`config.mk`:
```
export PLATFORM = sky130hd
export DESIGN_NAME = keyed_rst_ctl
export DESIGN_NICKNAME = d
export VERILOG_FILES = /design/src/rtl/krc_pkg.sv /design/src/rtl/krc_key_gate.sv /design/src/rtl/krc_ctrl_regs.sv /design/src/rtl/krc_read_port.sv /design/src/rtl/keyed_rst_ctl.sv
export SDC_FILE = /design/constraint.sdc
export NUM_CORES = 1
export LEC_CHECK = 0
export ABC_CLOCK_PERIOD_IN_PS = 1700
export BUFFER_PORTS_ARGS = -buffer_cell sky130_fd_sc_hd__buf_2
export CAP_MARGIN = 0
export CORE_MARGIN = 3
export CORE_UTILIZATION = 38
export DETAILED_ROUTE_END_ITERATION = 6
export PLACE_DENSITY = 0.9
export SYNTH_ARGS = -nofsm -noshare
export SYNTH_HDL_FRONTEND = slang
export SYNTH_SLANG_ARGS = --single-unit
export TNS_END_PERCENT = 20
```
`constraint.sdc`:
```
create_clock -name clk -period 1.7 [get_ports clk]
set_input_delay 0.17 -clock clk [delete_from_list [all_inputs] [get_ports clk]]
set_output_delay 0.17 -clock clk [all_outputs]
set_load 0.01 [all_outputs]
```
`src/rtl/krc_pkg.sv`:
```
package krc_pkg;
  localparam int unsigned REG_W       = 32;
  localparam int unsigned KEY_W       = 16;
  localparam int unsigned KEY_LSB     = REG_W - KEY_W;
  localparam int unsigned ENDIAN_BIT  = 15;
  localparam int unsigned PRIO_W      = 3;
  localparam int unsigned PRIO_LSB    = 8;
  localparam int unsigned SECONLY_BIT = 3;
  localparam int unsigned SYSREQ_BIT  = 2;
  localparam int unsigned CLRACT_BIT  = 1;
  localparam int unsigned CORERST_BIT = 0;

  typedef struct packed {
    logic              sys_req;
    logic              sec_only;
    logic [PRIO_W-1:0] prio;
  } krc_state_t;
endpackage

```
`src/rtl/krc_key_gate.sv`:
```
module krc_key_gate #(
  parameter int unsigned KEY_W  = 16,
  parameter logic [KEY_W-1:0] WR_KEY = '0
) (
  input  logic             wr_en,
  input  logic [KEY_W-1:0] key,
  output logic             accept
);
  always_comb accept = wr_en && (key == WR_KEY);
endmodule

```
`src/rtl/krc_ctrl_regs.sv`:
```
module krc_ctrl_regs
  import krc_pkg::*;
(
  input  logic              clk,
  input  logic              rst,
  input  logic              accept,
  input  logic              req_core,
  input  logic              req_clr,
  input  logic              req_sys,
  input  logic              new_sec,
  input  logic [PRIO_W-1:0] new_prio,
  output krc_state_t        state,
  output logic              core_pulse,
  output logic              clr_pulse
);
  always_ff @(posedge clk) begin
    if (rst) begin
      state      <= '0;
      core_pulse <= 1'b0;
      clr_pulse  <= 1'b0;
    end else begin
      // System request wins over a local core reset in the same write.
      core_pulse <= accept && req_core && !req_sys;
      clr_pulse  <= accept && req_clr;
      if (accept) begin
        state.prio     <= new_prio;
        state.sec_only <= new_sec;
        if (req_sys) state.sys_req <= 1'b1;
      end
    end
  end
endmodule

```
`src/rtl/krc_read_port.sv`:
```
module krc_read_port
  import krc_pkg::*;
#(
  parameter logic [KEY_W-1:0] RD_KEY     = '0,
  parameter bit               BIG_ENDIAN = 1'b0
) (
  input  logic             clk,
  input  logic             rst,
  input  logic             rd_en,
  input  krc_state_t       state,
  output logic [REG_W-1:0] rdata
);
  logic [REG_W-1:0] image;

  always_comb begin
    image = '0;
    image[REG_W-1:KEY_LSB]           = RD_KEY;
    image[ENDIAN_BIT]                = BIG_ENDIAN;
    image[PRIO_LSB +: PRIO_W]        = state.prio;
    image[SECONLY_BIT]               = state.sec_only;
    image[SYSREQ_BIT]                = state.sys_req;
  end

  always_ff @(posedge clk) begin
    if (rst)        rdata <= '0;
    else if (rd_en) rdata <= image;
  end
endmodule

```
`src/rtl/keyed_rst_ctl.sv`:
```
module keyed_rst_ctl
  import krc_pkg::*;
#(
  parameter logic [15:0] WR_KEY     = 16'h05FA,
  parameter logic [15:0] RD_KEY     = 16'hFA05,
  parameter bit          BIG_ENDIAN = 1'b0
) (
  input  logic        clk,
  input  logic        rst,
  input  logic        wr_en,
  input  logic [31:0] wdata,
  input  logic        rd_en,
  output logic [31:0] rdata,
  output logic        sys_rst_req,
  output logic        core_rst_pulse,
  output logic        clr_active_pulse,
  output logic [2:0]  prio_grp,
  output logic        sec_only
);
  logic       accept;
  krc_state_t state;
  logic       unused_wbits;

  assign unused_wbits = ^{wdata[ENDIAN_BIT:PRIO_LSB+PRIO_W], wdata[PRIO_LSB-1:SECONLY_BIT+1]};

  krc_key_gate #(.KEY_W(KEY_W), .WR_KEY(WR_KEY)) gate_i (
    .wr_en (wr_en),
    .key   (wdata[REG_W-1:KEY_LSB]),
    .accept(accept)
  );

  krc_ctrl_regs regs_i (
    .clk       (clk),
    .rst       (rst),
    .accept    (accept),
    .req_core  (wdata[CORERST_BIT]),
    .req_clr   (wdata[CLRACT_BIT]),
    .req_sys   (wdata[SYSREQ_BIT]),
    .new_sec   (wdata[SECONLY_BIT]),
    .new_prio  (wdata[PRIO_LSB +: PRIO_W]),
    .state     (state),
    .core_pulse(core_rst_pulse),
    .clr_pulse (clr_active_pulse)
  );

  krc_read_port #(.RD_KEY(RD_KEY), .BIG_ENDIAN(BIG_ENDIAN)) rd_i (
    .clk  (clk),
    .rst  (rst),
    .rd_en(rd_en),
    .state(state),
    .rdata(rdata)
  );

  assign sys_rst_req = state.sys_req;
  assign prio_grp    = state.prio;
  assign sec_only    = state.sec_only;
endmodule

```
==> PnR_summary.wiki <==
{| class="wikitable"
! Metric !! Value
|-
| Status || finished, final reports clean
|-
| Post-CTS setup repair buffer count || 0
|-
| Distinct cells, synth || 17
|-
| Gp weighted congestion || 0.655
|-
| Routed wirelength normalized by instance count || 9.97 um
|-
| Overall track demand over capacity in global routing || 12.0%
|-
| Layout overhead on the synthesized area || 20.0%
|-
| Number of endpoints failing setup at the final stage || 0
|-
| Hold_buf cts || 0
|-
| Final Critical Period || 1030 ps
|-
| Worst-path maximum fanout || 9
|-
| CTS-repair resized insts || 0
|-
| Post-route cell area || 917 um^2
|-
| Critical path class || reg2out
|-
| Leakage power of the design || 0.000551 uW
|-
| Vias || 605
|-
| Portion of the post-synthesis area used by sequential elements || 34.0%
|-
| CTS sink cnt || 13
|-
| Starting utilization of the core area || 42.0%
|-
| Height of the chip || 50.9 um
|-
| Biggest area consumer among synthesized cells || sky130_fd_sc_hd__dfxtp_1
|-
| Nets || 155
|-
| Number of global-route vias before repair || 577
|-
| Data arrival time of the critical path || 860 ps
|-
| Critical path cell sequence || buf_2
|-
| Cts bufs inserted || 3
|-
| Dominant cells by area after synthesis || sky130_fd_sc_hd__dfxtp_1 (34%), sky130_fd_sc_hd__buf_4 (26%), sky130_fd_sc_hd__mux2i_1 (12%)
|-
| Clock network latency to the later pin of the worst-skew pair || 260 ps
|-
| Post-place instance area || 891 um^2
|-
| Yosys top cell area share || 34.0%
|-
| Crit-path slowest cell || sky130_fd_sc_hd__dfxtp_1
|-
| VDD IR-drop max || 0.238 mV
|-
| Post-Synthesis Cells || 78
|-
| Total chip power || 585 uW
|-
| Min-delay worst type || in2reg
|-
| Cell Area, Synth || 764 um^2
|-
| Yosys synthesis warning count || 0
|-
| Avg Synthesized Cell Area || 9.80 um^2
|-
| TNS Setup || 0 ps
|-
| Number of antenna violations at the first check in global routing || 0
|-
| DRC || 0
|-
| Number of buffer cells added on primary ports || 46
|-
| Pwr dens || 638 mW/mm^2
|-
| Deepest clock path buffer count || 2
|-
| Element type at the critical path end || output pin
|-
| Standard-cell row count || 15
|-
| Antenna cells || 0
|-
| Maximum capacitance violations || 0
|-
| Fill cell total of the finished layout || 192
|-
| CTS tree || done
|-
| Fmax || 0.973 GHz
|-
| Total half-perimeter wirelength after legalization and detailed placement || 1.23 mm
|-
| Worst-case hold slack || 106 ps
|-
| Vias per cell || 4.23
|-
| Pin count of the biggest net entering global routing || 18
|-
| CTS H-Tree Depth || 1
|-
| CTS clock-pin slew for the worst setup and hold paths || 80 ps
|-
| Fin crit share || 60.5%
|-
| Worst Skew || 4.07 ps
|-
| Post-route antenna net violation count || 0
|-
| Peak per-stage delay on the critical path || 420 ps
|-
| Fraction of final layout cells sized beyond drive strength 1 || 45.8%
|-
| CTS root buf || sky130_fd_sc_hd__clkbuf_4
|-
| Buffers plus inverters on the worst setup path || 1
|-
| Total die area || 0.00259 mm^2
|-
| Final Hold Vio Count || 0
|-
| Aggregate routed wire length || 1.43 mm
|-
| I/O Pins || 75
|-
| Floorplan core area || 0.00182 mm^2
|-
| Leftover overflow at the end of global routing || 0
|-
| Share of the core filled with cells || 50.4%
|-
| Flip-flop and latch count after synthesis || 13
|-
| First-pass GRT wire length || 2.26 mm
|-
| Pins over their slew limit || 0
|-
| Detailed-routing iteration count for the pre-antenna-repair pass || 1
|-
| CP Launch Type || register
|-
| Iteration-0 DRC count of the detailed router || 0
|-
| Required time at the worst-slack endpoint || 1530 ps
|-
| Worst path top cell family by delay || flip-flops
|-
| Die extent in x || 50.9 um
|-
| Unrepaired setup endpoints after global routing || no
|}
cells in the final DEF (no fill, tap or decap):
cell | netlist | final
sky130_fd_sc_hd__nand2b_1 | 8 | 8
sky130_fd_sc_hd__nand2_4 | 1 | 1
sky130_fd_sc_hd__nor2_8 | 1 | 1
sky130_fd_sc_hd__mux2i_1 | 9 | 9
sky130_fd_sc_hd__dfxtp_1 | 13 | 13
sky130_fd_sc_hd__nor2_1 | 9 | 9
sky130_fd_sc_hd__and4bb_1 | 2 | 2
sky130_fd_sc_hd__and4b_1 | 1 | 1
sky130_fd_sc_hd__buf_2 | 0 | 46
sky130_fd_sc_hd__clkbuf_1 | 1 | 1
sky130_fd_sc_hd__nor3b_2 | 1 | 1
sky130_fd_sc_hd__nor4b_4 | 1 | 1
sky130_fd_sc_hd__conb_1 | 1 | 19
sky130_fd_sc_hd__nand2_1 | 1 | 1
sky130_fd_sc_hd__a31oi_1 | 1 | 1
sky130_fd_sc_hd__clkbuf_4 | 0 | 3
sky130_fd_sc_hd__and4_4 | 1 | 1
kinds of logic after synthesis:
kind of cell,after synthesis,share of synthesized area (%)
buf+inv,28,26.5
simple gates,26,26.3
flops,13,34.0
mux,9,11.8
compound gates,1,0.819
other cells,1,0.491
area by class of cell:
class / instances / area [um^2] / share of cell area [%]
sequential: 13 / 260 / 28.4
timing repair buffer: 46 / 230 / 25.1
clock buffer: 4 / 26.3 / 2.86
tap: 25 / 31.3 / 3.41
multi-input combinational: 55 / 369 / 40.2
worst paths after layout:
| path | cells past startpoint | slack, ps | to | from |
|---|---|---|---|---|
| worst max register to register | 2 | 1060 | rd_i.rdata[8]$_SDFFE_PP0P_ | regs_i.state[0]$_SDFFE_PP0N_ |
| worst max-delay path | 1 | 670 | rdata[18] | rd_i.rdata[16]$_SDFFE_PP0P_ |
| worst min register to register | 2 | 490 | regs_i.state[1]$_SDFFE_PP0N_ | regs_i.state[1]$_SDFFE_PP0N_ |
| worst min-delay path | 2 | 110 | regs_i.core_pulse$_SDFF_PP0_ | wdata[2] |
per-layer routing:
metal | GRT usage (%) | vias to the layer above | routed length (um)
met1 | 11.4 | 262 | 511
met4 | 5.38 | 0 | 7
met5 | 0 | - | 0
li1 | - | 289 | -
met3 | 3.79 | 2 | 197
met2 | 23.0 | 52 | 710
registers in the layout, indices dropped and copies added (netlist names):
signal,flops
regs_i.state,5
rd_i.rdata,6
regs_i.core_pulse,1
regs_i.clr_pulse,1
metrics by stage:
step	setup WS, ps	instances
4_1_cts	646	143
2_1_floorplan	703	96
3_3_place_gp	554	139
5_1_grt	561	143
6_report	672	143
3_5_place_dp	531	139
report_power, final:
part           total [uW]  switching (uW)  internal (uW)
Clock                 181            90.8           90.5
Sequential            308            2.56            306
Combinational        95.4            53.8           41.5
Total                 585             147            438
synthesized netlist by cell type:
cell type	count
sky130_fd_sc_hd__nand2_1	1
sky130_fd_sc_hd__dfxtp_1	13
sky130_fd_sc_hd__and4_4	1
sky130_fd_sc_hd__and4b_1	1
sky130_fd_sc_hd__nor4b_4	1
sky130_fd_sc_hd__nand2_4	1
sky130_fd_sc_hd__nor2_1	9
sky130_fd_sc_hd__mux2i_1	9
sky130_fd_sc_hd__a31oi_1	1
sky130_fd_sc_hd__and4bb_1	2
sky130_fd_sc_hd__nor3b_2	1
sky130_fd_sc_hd__conb_1	1
sky130_fd_sc_hd__nor2_8	1
sky130_fd_sc_hd__nand2b_1	8
sky130_fd_sc_hd__clkbuf_1	1
sky130_fd_sc_hd__buf_1	1
sky130_fd_sc_hd__buf_4	26
Note: power is estimated with default switching activity, not from simulation.
